### src/rtl/bmx_pkg.sv
package bmx_pkg;
    localparam int unsigned BMX_BEATS = 4;
    localparam int unsigned BMX_QW_W  = $clog2(BMX_BEATS);

    typedef struct packed {
        logic                valid;
        logic                fresh;      // strobe is out this clock
        logic                want_fill;  // fill intent driven with strobe
        logic                first_seen; // first beat taken, fill decided
        logic                early_ok;   // next address may be issued
        logic [BMX_QW_W-1:0] beat;
        logic [BMX_QW_W-1:0] start_qw;
    } slot_t;
endpackage

### src/rtl/bmx_strobe_drv.sv
module bmx_strobe_drv #(
    parameter int unsigned NSLOT = 2
) (
    input  logic [NSLOT-1:0] slot_valid,
    input  logic [NSLOT-1:0] slot_fresh,
    input  logic [NSLOT-1:0] slot_want,
    output logic             strobe_n,
    output logic             fill_intent_n
);
    logic [NSLOT-1:0] strobing;
    logic [NSLOT-1:0] filling;

    for (genvar i = 0; i < NSLOT; i++) begin : g_slot
        assign strobing[i] = slot_valid[i] & slot_fresh[i];
        assign filling[i]  = slot_valid[i] & slot_want[i];
    end

    assign strobe_n      = ~|strobing;
    assign fill_intent_n = ~|filling;
endmodule

### src/rtl/bmx_line_buf.sv
module bmx_line_buf #(
    parameter int unsigned DW    = 64,
    parameter int unsigned BEATS = 4
) (
    input  logic                  clk,
    input  logic                  rst_n,
    input  logic                  cap_en,
    input  logic [$clog2(BEATS)-1:0] cap_idx,
    input  logic [DW-1:0]         cap_data,
    output logic [DW*BEATS-1:0]   line_q
);
    localparam int unsigned IW = $clog2(BEATS);

    for (genvar i = 0; i < BEATS; i++) begin : g_lane
        logic [DW-1:0] lane_d;
        logic [DW-1:0] lane_q;

        always_comb begin
            lane_d = lane_q;
            if (cap_en && (cap_idx == IW'(i))) begin
                lane_d = cap_data;
            end
        end

        always_ff @(posedge clk or negedge rst_n) begin
            if (!rst_n) begin
                lane_q <= '0;
            end else begin
                lane_q <= lane_d;
            end
        end

        assign line_q[i*DW +: DW] = lane_q;
    end
endmodule

### src/rtl/bmx_burst_reader.sv
module bmx_burst_reader
    import bmx_pkg::*;
#(
    parameter int unsigned AW = 32,
    parameter int unsigned DW = 64
) (
    input  logic                      clk,
    input  logic                      rst_n,
    input  logic                      req_valid,
    output logic                      req_ready,
    input  logic [AW-1:0]             req_addr,
    input  logic                      req_cacheable,
    input  logic                      req_burst_ok,
    output logic                      strobe_n,
    output logic                      fill_intent_n,
    output logic [AW-$clog2(DW/8)-1:0] bus_qaddr,
    input  logic                      ready_n,
    input  logic                      line_ok_n,
    input  logic                      early_addr_n,
    input  logic [DW-1:0]             rd_data,
    output logic                      word_done,
    output logic [DW-1:0]             word_data,
    output logic                      line_done,
    output logic [DW*BMX_BEATS-1:0]   line_data
);
    localparam int unsigned QB     = $clog2(DW/8);
    localparam int unsigned QA_W   = AW - QB;
    localparam int unsigned NSLOT  = 2;
    localparam int unsigned LAST_B = BMX_BEATS - 1;

    typedef struct packed {
        slot_t           s0;  // oldest open cycle, owns the data phase
        slot_t           s1;  // pipelined cycle waiting for data
        logic [QA_W-1:0] addr;
        logic            word_done;
        logic [DW-1:0]   word_data;
        logic            line_done;
    } state_t;

    state_t              st_d;
    state_t              st_q;
    slot_t               cur;
    slot_t               nxt0;
    slot_t               nxt1;
    slot_t               new_slot;
    logic                take;
    logic                retire;
    logic                accept;
    logic                cap_en;
    logic [BMX_QW_W-1:0] cap_idx;

    assign req_ready = !st_q.s0.valid || (st_q.s0.early_ok && !st_q.s1.valid);
    assign accept    = req_valid && req_ready;
    assign take      = !ready_n && st_q.s0.valid && !st_q.s0.fresh;

    always_comb begin
        st_d           = st_q;
        st_d.word_done = 1'b0;
        st_d.line_done = 1'b0;
        cur            = st_q.s0;
        retire         = 1'b0;
        cap_en         = 1'b0;
        cap_idx        = st_q.s0.start_qw ^ st_q.s0.beat;

        // data phase of the oldest cycle
        if (take) begin
            if (!cur.first_seen) begin
                if (cur.want_fill && !line_ok_n) begin
                    cur.first_seen = 1'b1;
                    cur.early_ok   = !early_addr_n;
                    cap_en         = 1'b1;
                    cur.beat       = cur.beat + 1'b1;
                end else begin
                    retire         = 1'b1;
                    st_d.word_done = 1'b1;
                    st_d.word_data = rd_data;
                end
            end else begin
                cap_en = 1'b1;
                if (cur.beat == BMX_QW_W'(LAST_B)) begin
                    retire         = 1'b1;
                    st_d.line_done = 1'b1;
                end
                cur.beat = cur.beat + 1'b1;
            end
        end

        // strobe lasts one clock for every slot
        cur.fresh = 1'b0;
        nxt1      = st_q.s1;
        nxt1.fresh = 1'b0;
        if (retire) begin
            nxt0 = nxt1;
            nxt1 = '0;
        end else begin
            nxt0 = cur;
        end

        // issue a new cycle
        new_slot            = '0;
        new_slot.valid      = 1'b1;
        new_slot.fresh      = 1'b1;
        new_slot.want_fill  = req_cacheable && req_burst_ok;
        new_slot.start_qw   = req_addr[QB +: BMX_QW_W];
        if (accept) begin
            st_d.addr = req_addr[AW-1:QB];
            if (!nxt0.valid) begin
                nxt0 = new_slot;
            end else begin
                nxt1 = new_slot;
            end
        end

        st_d.s0 = nxt0;
        st_d.s1 = nxt1;
    end

    always_ff @(posedge clk or negedge rst_n) begin
        if (!rst_n) begin
            st_q <= '0;
        end else begin
            st_q <= st_d;
        end
    end

    bmx_strobe_drv #(
        .NSLOT(NSLOT)
    ) u_strobe (
        .slot_valid   ({st_q.s1.valid,     st_q.s0.valid}),
        .slot_fresh   ({st_q.s1.fresh,     st_q.s0.fresh}),
        .slot_want    ({st_q.s1.want_fill, st_q.s0.want_fill}),
        .strobe_n     (strobe_n),
        .fill_intent_n(fill_intent_n)
    );

    bmx_line_buf #(
        .DW   (DW),
        .BEATS(BMX_BEATS)
    ) u_line (
        .clk     (clk),
        .rst_n   (rst_n),
        .cap_en  (cap_en),
        .cap_idx (cap_idx),
        .cap_data(rd_data),
        .line_q  (line_data)
    );

    assign bus_qaddr = st_q.addr;
    assign word_done = st_q.word_done;
    assign word_data = st_q.word_data;
    assign line_done = st_q.line_done;
endmodule

### config.mk
export PLATFORM = sky130hd
export DESIGN_NAME = bmx_burst_reader
export DESIGN_NICKNAME = d
export VERILOG_FILES = /design/src/rtl/bmx_pkg.sv /design/src/rtl/bmx_strobe_drv.sv /design/src/rtl/bmx_line_buf.sv /design/src/rtl/bmx_burst_reader.sv
export SDC_FILE = /design/constraint.sdc
export NUM_CORES = 1
export LEC_CHECK = 0
export BUFFER_PORTS_ARGS = -buffer_cell sky130_fd_sc_hd__buf_2
export CELL_PAD_IN_SITES_DETAIL_PLACEMENT = 1
export CELL_PAD_IN_SITES_GLOBAL_PLACEMENT = 1
export CORE_MARGIN = 2
export CORE_UTILIZATION = 34
export CTS_BUF_LIST = sky130_fd_sc_hd__clkbuf_2
export DETAILED_ROUTE_END_ITERATION = 6
export PLACE_DENSITY_LB_ADDON = 0.1
export REMOVE_ABC_BUFFERS = 1
export SLEW_MARGIN = 0
export SYNTH_ARGS = -nofsm -noshare
export SYNTH_HDL_FRONTEND = slang
export SYNTH_SLANG_ARGS = --single-unit
### constraint.sdc
create_clock -name clk -period 2.13 [get_ports clk]
set_input_delay 0 -clock clk [delete_from_list [all_inputs] [get_ports clk]]
set_output_delay 0 -clock clk [all_outputs]
set_load 0.02 [all_outputs]
* Word-level counts from Yosys, hierarchy flattened *
Index checks and enable logic that the tools add are counted.

operators by class
  add/subtract/negate cells = 1
  $mul = 0
  div/mod/pow operators = 0
  order comparisons = 0
  eq/ne operators = 4
  shift operators = 0
  muxes and demuxes = 21
  bitwise operators = 7
  reduce and logical (&&, ||, !) cells = 23

operator list
  cell                                                  number
  two-way mux 65 bit                                    2
  two-way mux 66 bit                                    1
  two-way mux 9 bit                                     5
  logical AND 1 bit                                     10
  logical NOT 1 bit                                     8
  two-way mux 1 bit                                     8
  two-way mux 4 bit                                     2
  two-way mux 8 bit                                     1
  equality test 2 bit (second input constant)           3
  AND 1 bit                                             4
  two-way mux 2 bit                                     2
  OR reduction 2 bit                                    2
  AND reduction 3 bit                                   1
  adder 2 x 1 -> 2 bit (second input constant)          1
  equality test 2 x 1 -> 1 bit (second input constant)  1
  logical NOT 2 bit                                     1
  NOT 1 bit                                             2
  XOR 2 bit                                             1
  logical OR 1 bit                                      1

word-level totals
  flip-flop bits (word level) = 369
  bits in latches = 0
  bits in writable memories = 0
  ROM bits = 0
  bits of input ports = 104
  memories = 0

* Logic depth before layout (Yosys ltp) *
Gate-level depths: netlist of run 1.

  depth after elaboration = 8
  mapped depth = 7
  depth with buffers taken out = 6

* Hierarchy *
A second synthesis of run 1 with hierarchy kept.

second synthesis, totals
  cells, all modules = 1,053
  area total of the unflattened synthesis = 14,711.6 µm²

modules (own cells, without submodules)
  module            instances  cells each  area each (µm²)
  bmx_line_buf      1          543         9,581.7
  bmx_burst_reader  1          508         5,114.9
  bmx_strobe_drv    1          2           15.0

* Worst setup path before layout of run 1 *
No wires, ideal clock.

  path kind = register -> register
  start point = reg st_q (netlist bit cur[8])
  end point = reg u_line.g_lane[2].lane_q[10]
  arrival time = 1,850 ps
  data required time = 2,005 ps
  slack = 155 ps
  cell stages (with the launch flop) = 6
  path buffers = 1
  path through = dfrtp_1 -> or3b_1 -> a21oi_4 -> nand3_4 -> buf_6 -> mux2_4

on the way
  cells in the longest elaborated chain, start to end = 4

ends and longest elaborated chain
  what                            RTL line                 text
  start: declaration              bmx_burst_reader.sv:41   state_t st_q;
  start signal: assignment        bmx_burst_reader.sv:122  st_q <= st_d;
  logical AND 1 bit (2 in a row)  bmx_burst_reader.sv:54   assign take = !ready_n && st_q.s0.valid && !st_q.s0.fresh;
  two-way mux 1 bit               bmx_burst_reader.sv:66   if (take) begin
  logical AND 1 bit               bmx_line_buf.sv:20       if (cap_en && (cap_idx == IW'(i))) begin
  end signal: assignment          bmx_line_buf.sv:29       lane_q <= lane_d;
  end: declaration                bmx_line_buf.sv:16       logic [DW-1:0] lane_q;

No other way between the ends.
A chain may end at the register's enable or synchronous reset.

* Final worst setup path of run 1 *
  start point = reg st_q (netlist bit cur[8])
  end point = reg st_q (netlist bit bus_qaddr[3])

on the way
  cells in the longest elaborated chain, start to end = 3

ends and longest elaborated chain
  what               RTL line                text
  logical NOT 1 bit  bmx_burst_reader.sv:52  assign req_ready = !st_q.s0.valid || (st_q.s0.early_ok && !st_q.s1.valid);
  logical OR 1 bit   bmx_burst_reader.sv:52
  logical AND 1 bit  bmx_burst_reader.sv:53  assign accept = req_valid && req_ready;

No other way between the ends.

==> results.toml, run 1 <==
[synthesis]
seq_area_frac_synth = 0.616
syn_avg_cell_area_um2 = 13.5
synthFlopType = "dfrtp_1"
netlist_instances = 1113
synth_edf_count = 0
synth_mux_area_frac = 0.212
synth_fa_ha_area_frac = 0.000835
synthArstFlopShare = 1.00
synth_top_family_by_area = "multiplexers"
yosysWarnings = 0
post_synth_num_cell_types = 37
synth-seq-cells = 369
synthXorXnorAreaFrac = 0.00292
synth_area_um2 = 15000
synthSimpleGateAreaFrac = 0.0843
synth_compound_area_frac = 0.0119

[placement]
portBuffers = 454
hpwl_um = 30400
gp_congestion = 0.825
pre_cts_slack_ps = 49.8

[timing]
max_slew_margin = 0.637
fin_ws_ps = 100
period_needed_ps = 2030
whs_ps = 193
worst_pin_slew_ps = 541
setup-violations-final = 0
slew_violations = 0
fmax_mhz = 493
fin_skew_ps = 97.5
period_share = 0.953
finalHoldViolCount = 0

[setup_path]
worst_setup_path_start_kind = "flip-flop"
crit_top_cell = "nand2_1"
cpMaxStageDelayCell = "dlygate4sd3_1"
cp.arrival_ps = 3000
cp_cell_sequence = "buf_4 -> inv_1 -> o21a_1 -> buf_6 -> nand2_1 -> dlygate4sd3_1 -> nand2_1"
criticalPathCategory = "flip-flop to flip-flop"
crit_required_ps = 3100
crit_path_max_fanout = 27
setup.worst_path.end_class = "flip-flop"
cp_slowest_stage_delay_ps = 600

[route]
ant_nets = 0
avgRoutedWirePerCell_um = 20.0
via_per_inst = 4.54
vias = 11154
drt_iter0_markers = 397
drc = 0
dr.pass1.iters = 4
wirelength_um = 49200

[min_path]
min_path_type = "input pin to flip-flop"

[global_route]
grt_pass1_vias = 12633
grt_pass1_wl_um = 76700
grt.total_usage = 0.217
grt_overflow_total = 0
grt_max_degree = 74
antenna_found_initial = 2

[run]
cap_violations = 0

[clock_tree]
insertion_delay_ps = 1080
cts_root_buffer = "clkbuf_2"
cts.sinks = 369
h-tree-depth = 3
clk_pin_slew_ps = 100
cts_buffers = 100
cts_max_path_buffers = 3
cts_tree = "done"

[die]
placementRows = 76
die-area_um2 = 45800
io_pins = 458
die_x_um = 214
start_util = 0.346
fp.dieH_um = 214
core-area_um2 = 43300

[cells_and_area]
synthToLayoutAreaGrowth_pct = 38.2
final_layout_size_suffix_gt1_frac = 0.495
final_cell_mix = "451 x buf_2, 369 x dfrtp_1, 276 x nand2_1"
layout.nets = 1902
final_common_cell = "buf_2"

[power]
power_density_nw_per_um2 = 1610
p_leak_nw = 10.8
vdd_drop_max_mv = 0.708

[run_status]
outcome = "completed"
## cells in the mapped netlist, types with 3 or more instances
master	n	area, um^2
a211oi_1	3	22.5
a21oi_1	3	15.0
a31oi_1	3	18.8
and2_1	4	25.0
buf_4	93	698
buf_6	24	270
clkbuf_1	19	71.3
dfrtp_1	369	9230
inv_1	6	22.5
mux2_2	188	2120
mux2_4	68	1020
mux2i_1	4	40.0
nand2_1	276	1040
nand3_1	9	45.0
nand3_4	4	70.1
nor3_1	3	15.0
nor3b_1	3	22.5
o21ai_0	8	40.0
xnor2_1	3	26.3
## logic make-up (layout without fill, tap and decap cells)
kind of cell             Yosys count  count (layout)
other                              0               3
flip-flops                       369             369
buffers and inverters            145             899
AO/OA/AOI/OAI                     26              26
multiplexers                     260             260
XOR/XNOR                           5               5
AND/OR/NAND/NOR                  307             307
adder cells (fa/ha/maj)            1               1
## worst paths after layout
check | to | slack [ps] | depth (start not counted) | from
max in group asynchronous | word_data[12]$_DFFE_PN0P_ | 710 | 7 | rst_n
setup / recovery | bus_qaddr[3]$_DFFE_PN0P_ | 100 | 7 | cur[8]$_DFF_PN0_
hold / removal | cur[8]$_DFF_PN0_ | 190 | 5 | ready_n
min in group asynchronous | u_line.g_lane[1].lane_q[56]$_DFFE_PN0P_ | 550 | 5 | rst_n
hold reg to reg | word_data[48]$_DFFE_PN0P_ | 480 | 2 | word_data[48]$_DFFE_PN0P_
setup reg to reg | bus_qaddr[3]$_DFFE_PN0P_ | 100 | 7 | cur[8]$_DFF_PN0_
## sequential cells by signal (all words and copies together), names as in the netlist
register and cells:
bus_qaddr 29, cur 4, line_done 1, st_q 14
u_line.g_lane.lane_q 256, word_data 64, word_done 1
## timing repair
action	in CTS	in global routing
hold endpoints to repair	738	0
hold buffers	229	0
resized for setup	2	6
setup endpoints to repair	2	22
setup buffers	0	1
## report_power, final
part | total [mW] | internal (mW) | leakage, nW | switching [mW]
registers | 12.2 | 10.4 | 4.52 | 1.78
logic | 16.0 | 6.52 | 5.58 | 9.49
clock network | 5.18 | 2.17 | 0.710 | 3.01
total | 33.4 | 19.1 | 10.8 | 14.3
## metal layers
metal  track usage  up-vias  wire [um]
met5             0        -          0
met4        0.0746        0       1220
met3        0.0835       75       3800
met2         0.364      365      24200
met1         0.253     5677      20000
li1              -     5037          -
## through the flow
step | TNS (ps) | cells | instance area (um^2) | utilization | power, mW
after floorplan | -188750 | 975 | 13900 | - | 21.5
after global placement | 0 | 2050 | 17400 | 0.403 | 27.6
after detailed placement | 0 | 2050 | 17400 | 0.403 | 27.9
after CTS | -5.92 | 2451 | 20700 | 0.477 | 33.7
after global routing | -46.4 | 2455 | 20700 | 0.479 | 35.6
final | 0 | 2455 | 20700 | 0.479 | 33.4
## worst max-delay path: cells and delay by family (launching register included)
kind	cells	cell delay, ps
flops	1	380
compound gates	1	230
simple gates	2	220
buf+inv	4	1180
## final cells by class
type | instances | area [um^2]
diodes | 3 | 7.51
well taps | 585 | 732
repair buffers | 720 | 5090
inverters | 7 | 26.3
multi-input cells | 599 | 4710
fillers | 4738 | 22600
clock inverters | 14 | 114
clock buffers | 158 | 791
flip-flops and latches | 369 | 9230
Note: power is estimated with default switching activity, not from simulation.
==> run 2, diff against run 1 <==
--- a/config.mk
+++ b/config.mk
@@ -8,7 +8,6 @@
 export BUFFER_PORTS_ARGS = -buffer_cell sky130_fd_sc_hd__buf_2
 export CELL_PAD_IN_SITES_DETAIL_PLACEMENT = 1
 export CELL_PAD_IN_SITES_GLOBAL_PLACEMENT = 1
-export CORE_MARGIN = 2
 export CORE_UTILIZATION = 34
 export CTS_BUF_LIST = sky130_fd_sc_hd__clkbuf_2
 export DETAILED_ROUTE_END_ITERATION = 6
==> run 2 against run 1 <==
Hold slack better by 19 ps; clock power shrank 2%; cell area increased by 1.8%; die area is 1.9% lower; fmax is essentially flat; count of clock-buffer cells in the layout shrank 11.
==> results.toml, run 2 (synthesized netlist as in run 1, its figures left out) <==
[run_status]
outcome = "completed"

[clock_tree]
h-tree-depth = 3
cts.sinks = 369
clk_pin_slew_ps = 100
cts_root_buffer = "clkbuf_2"
cts_buffers = 99
cts_max_path_buffers = 3
insertion_delay_ps = 1050
cts_tree = "done"

[timing]
slew_violations = 0
fmax_mhz = 493
max_slew_margin = 0.406
worst_pin_slew_ps = 884
period_needed_ps = 2030
period_share = 0.953
finalHoldViolCount = 0
whs_ps = 212
fin_skew_ps = 81.0
setup-violations-final = 0
rsz0062_at_grt = "yes"

[power]
power_density_nw_per_um2 = 1590
p_leak_nw = 10.9
vdd_drop_max_mv = 0.752

[cells_and_area]
nFillCells = 4706
finish.utilization = 0.487
largest_reg_flops = 256
design_area_um2 = 21100
synthToLayoutAreaGrowth_pct = 40.7
layout.nets = 1938
final_layout_size_suffix_gt1_frac = 0.481
final_cell_mix = "451 x buf_2, 368 x dfrtp_1, 276 x nand2_1"
final_common_cell = "buf_2"
regMostFlops = "u_line.g_lane.lane_q"

[global_route]
grt.total_usage = 0.225
grt_overflow_total = 0
grt_pass1_wl_um = 76100
grt_max_degree = 65
antenna_found_initial = 2
grt_pass1_vias = 12642

[setup_path]
crit_path_max_fanout = 18
r2r_slack_ps = 100
r2r-start = "cur[8]$_DFF_PN0_"
setup.worst_path.end_class = "flip-flop"
crit_required_ps = 3090
r2r_cells = 9
worst_setup_path_start_kind = "flip-flop"
regToRegEndpoint = "word_data[30]$_DFFE_PN0P_"
cp.arrival_ps = 2990
criticalPathCategory = "flip-flop to flip-flop"

[placement]
portBuffers = 454
hpwl_um = 30100
placed_area_um2 = 17400
gp_congestion = 0.747

[route]
avgRoutedWirePerCell_um = 20.1
vias = 11266
drt_iter0_markers = 457
wirelength_um = 50000
via_per_inst = 4.52
dr.pass1.iters = 4
drc = 0
ant_nets = 0

[die]
fp.dieH_um = 212
core-area_um2 = 43300
start_util = 0.346
placementRows = 76
io_pins = 458
die_x_um = 212
die-area_um2 = 44900

[min_path]
worstHoldStart = "req_valid"
whs_endpoint = "st_q[99]$_DFF_PN0_"
worstHoldPathCells = 5
min_path_type = "input pin to flip-flop"

[run]
cap_violations = 0
[run 2: changes by cell type in the layout (fill, tap and decap cells not counted), moves of 2 or more]
cell | previous run | this run
dlygate4sd3_1 | 228 | 263
clkinv_1 | 8 | 20
clkbuf_2 | 158 | 147
buf_12 | 17 | 14
clkinv_2 | 0 | 3
inv_2 | 3 | 0
buf_4 | 21 | 23
clkbuf_16 | 0 | 2
[run 2: per-layer routing]
layer  vias up  global-route usage  share of wire
li1       5113                   -              -
met1      5706               0.261           0.40
met2       369               0.372           0.49
met3        78              0.0921          0.086
met4         0              0.0765          0.023
met5         -                   0              0
[run 2: layout make-up]
type | count | area, um^2 | area share
sequential | 369 | 9240 | 0.438
timing repair buffer | 757 | 5470 | 0.260
multi-input combinational | 599 | 4700 | 0.223
clock buffer | 147 | 736 | 0.0349
tap | 585 | 732 | 0.0347
clock inverter | 26 | 158 | 0.00748
inverter | 7 | 38.8 | 0.00184
antenna | 3 | 7.51 | 0.000356
[run 2: power breakdown]
group	switching, mW	leakage, nW	internal [mW]	total (mW)
Combinational	9.57	5.65	6.69	16.3
Clock	3.02	0.682	2.06	5.08
Sequential	1.81	4.52	10.4	12.2
[run 2: critical path, stage by stage, from the launching register on]
cell and delay [ps]:
dfrtp_1 350, buf_4 160, nor3b_1 180, buf_4 170, nand3_4 130, clkinv_8 130, buf_12 170, nand2_1 70
dlygate4sd3_1 560, nand2_1 60
[run 2: per-stage QoR]
step                setup slack (ps)  instances  setup TNS (ps)  total power, mW
floorplan                      -1790        975         -188750             21.5
global placement                51.6       2047               0             27.5
detailed placement              30.5       2047               0             27.8
CTS                            -16.4       2484           -16.4             33.7
global route                   -18.8       2493           -18.8             35.7
finish                           101       2493               0             33.5
[run 2: what timing repair did]
item	4_1_cts	5_1_grt
setup endpoints to repair	3	39
gates cloned	0	2
gates resized for setup	5	8
pin swaps	0	0
setup buffers	0	4
hold buffers	264	0
endpoints found under the hold margin	738	0
[run 2: worst max-delay path by stage]
stage	from	depth (start not counted)	slack, ps	endpoint
final	cur[8]$_DFF_PN0_	9	100	word_data[30]$_DFFE_PN0P_
after global routing	st_q[106]$_DFF_PN0_	5	-20	st_q[96]$_DFF_PN0_
after CTS	cur[8]$_DFF_PN0_	3	-20	fill_intent_n
after detailed placement	st_q[111]$_DFF_PN0_	5	30	u_line.g_lane[2].lane_q[3]$_DFFE_PN0P_
after global placement	st_q[111]$_DFF_PN0_	5	50	u_line.g_lane[2].lane_q[8]$_DFFE_PN0P_
after floorplan	cur[8]$_DFF_PN0_	5	-1790	st_q[109]$_DFF_PN0_
==> run 3, diff against run 2 <==
==> constraint.sdc (replaced) <==
create_clock -name clk -period 2.13 [get_ports clk]
set_input_delay 0 -clock clk [delete_from_list [all_inputs] [get_ports clk]]
set_output_delay 0 -clock clk [all_outputs]
set_load 0.005 [all_outputs]
==> run 3 against run 2 <==
Sequential share of layout area about the same; first-iteration DRC count up 5.3%; sequential power about the same; worst setup slack gained 13 ps; clock skew rose by 1.5 ps; die area stayed put; critical path depth did not move; hold slack improved by 0.64 ps.
==> results.toml, run 3 (synthesized netlist as in run 1, its figures left out) <==
[run_status]
outcome = "completed"

[setup_path]
crit_required_ps = 3090
r2r_cells = 9
r2r_slack_ps = 110
cp-endpoint = "word_data[30]$_DFFE_PN0P_"
r2r-start = "cur[8]$_DFF_PN0_"
worst_setup_path_start_kind = "flip-flop"
regToRegEndpoint = "word_data[30]$_DFFE_PN0P_"
cp.arrival_ps = 2980
setup.worst_path.end_class = "flip-flop"
criticalPathCategory = "flip-flop to flip-flop"
crit_path_start = "cur[8]$_DFF_PN0_"
crit_path_max_fanout = 18

[placement]
pre_cts_slack_ps = 30.5
dp.cells = 2047
portBuffers = 454
gp_congestion = 0.747
hpwl_um = 30100

[power]
p_sw_mw = 10.6
switching_share = 0.357
share_comb_of_total_power = 0.416
intPower_mw = 19.1
p_leak_nw = 10.8
power_density_nw_per_um2 = 1410
seq_power_share = 0.412
vdd_drop_max_mv = 0.632
p_clk_frac = 0.172

[timing]
finalHoldViolCount = 0
period_share = 0.947
rsz0062_at_grt = "yes"
whs_ps = 213
fin_ws_ps = 114
period_needed_ps = 2020
slew_violations = 0
max_slew_margin = 0.405
fmax_mhz = 496
setup-violations-final = 0
fin_skew_ps = 82.5
worst_pin_slew_ps = 886

[clock_tree]
insertion_delay_ps = 1050
cts.sinks = 369
cts_root_buffer = "clkbuf_2"
cts_max_path_buffers = 3
h-tree-depth = 3
cts_tree = "done"
cts_buffers = 99
clk_pin_slew_ps = 100

[global_route]
grt.total_usage = 0.225
grt_overflow_total = 0
grt_pass1_wl_um = 76100
grt_max_degree = 65
grt_pass1_vias = 12644
antenna_found_initial = 2

[cells_and_area]
final_layout_size_suffix_gt1_frac = 0.479
nFillCells = 4711
layout.nets = 1936
register_area_um2 = 9230
synthToLayoutAreaGrowth_pct = 40.5
finish.utilization = 0.487
largest_reg_flops = 256
final_cell_mix = "453 x buf_2, 369 x dfrtp_1, 276 x nand2_1"
instances_no_fill = 2491
final_common_cell = "buf_2"
multiInputGateArea_um2 = 4700
regMostFlops = "u_line.g_lane.lane_q"

[route]
wirelength_um = 50000
avgRoutedWirePerCell_um = 20.1
drt_iter0_markers = 481
dr.pass1.iters = 4
vias = 11256
drc = 0
ant_nets = 0
via_per_inst = 4.52

[die]
fp.dieH_um = 212
placementRows = 76
die_x_um = 212
die-area_um2 = 44900
start_util = 0.346
core-area_um2 = 43300
io_pins = 458

[run]
cap_violations = 0

[min_path]
min_path_type = "input pin to flip-flop"
worstHoldPathCells = 5
[run 3: changes by cell type in the layout (fill, tap and decap cells not counted), sizes merged]
cell,change
buf,-2
[run 3: timing repair]
action | in CTS | in global routing
endpoints found under the hold margin | 738 | 0
hold buffers | 264 | 0
setup endpoints to repair | 1 | 34
gates cloned | 0 | 2
gates resized for setup | 1 | 8
buffers inserted | 0 | 2
[run 3: critical path: stages (launching register included)]
cell	delay [ps]
dfrtp_1	350
buf_4	150
nor3b_1	180
buf_4	180
nand3_4	130
clkinv_8	120
buf_12	170
nand2_1	70
dlygate4sd3_1	560
nand2_1	60
[run 3: per-stage QoR]
stage               instance area [um^2]  power, mW  TNS, ps
CTS                                20900       29.8        0
finish                             21100       29.6        0
floorplan                          13900       17.8  -188750
detailed placement                 17400       23.9        0
global route                       21100       31.8    -18.8
global placement                   17400       23.6        0
[run 3: routing by layer]
layer,routed length (um),track usage,up-vias
li1,-,-,5108
met1,20100,0.262,5699
met2,24500,0.372,371
met3,4340,0.0921,78
met4,1160,0.0765,0
met5,0,0,-
[run 3: worst min-delay path by stage]
stage / from / to / slack (ps)
2_1_floorplan: rst_n / bus_qaddr[0]$_DFFE_PN0P_ / -300
3_3_place_gp: rst_n / u_line.g_lane[3].lane_q[31]$_DFFE_PN0P_ / -40
3_5_place_dp: rst_n / u_line.g_lane[3].lane_q[31]$_DFFE_PN0P_ / -40
4_1_cts: req_valid / st_q[99]$_DFF_PN0_ / 40
5_1_grt: req_valid / st_q[99]$_DFF_PN0_ / 90
6_report: req_valid / st_q[99]$_DFF_PN0_ / 210
[run 3: power by group through the flow]
stage	registers [mW]	clock network, mW	logic (mW)
6_report	12.2	5.09	12.3
5_1_grt	12.6	5.70	13.4
4_1_cts	12.2	5.34	12.3
3_5_place_dp	12.3	0	11.7
3_3_place_gp	12.1	0	11.5
2_1_floorplan	12.4	0	5.31
[run 3: final cells by class]
cell class,instances,area share
well taps,585,0.0348
diodes,3,0.000356
multi-input cells,599,0.223
clock buffers,147,0.0349
clock inverters,26,0.00749
inverters,7,0.00184
repair buffers,755,0.259
flip-flops and latches,369,0.438
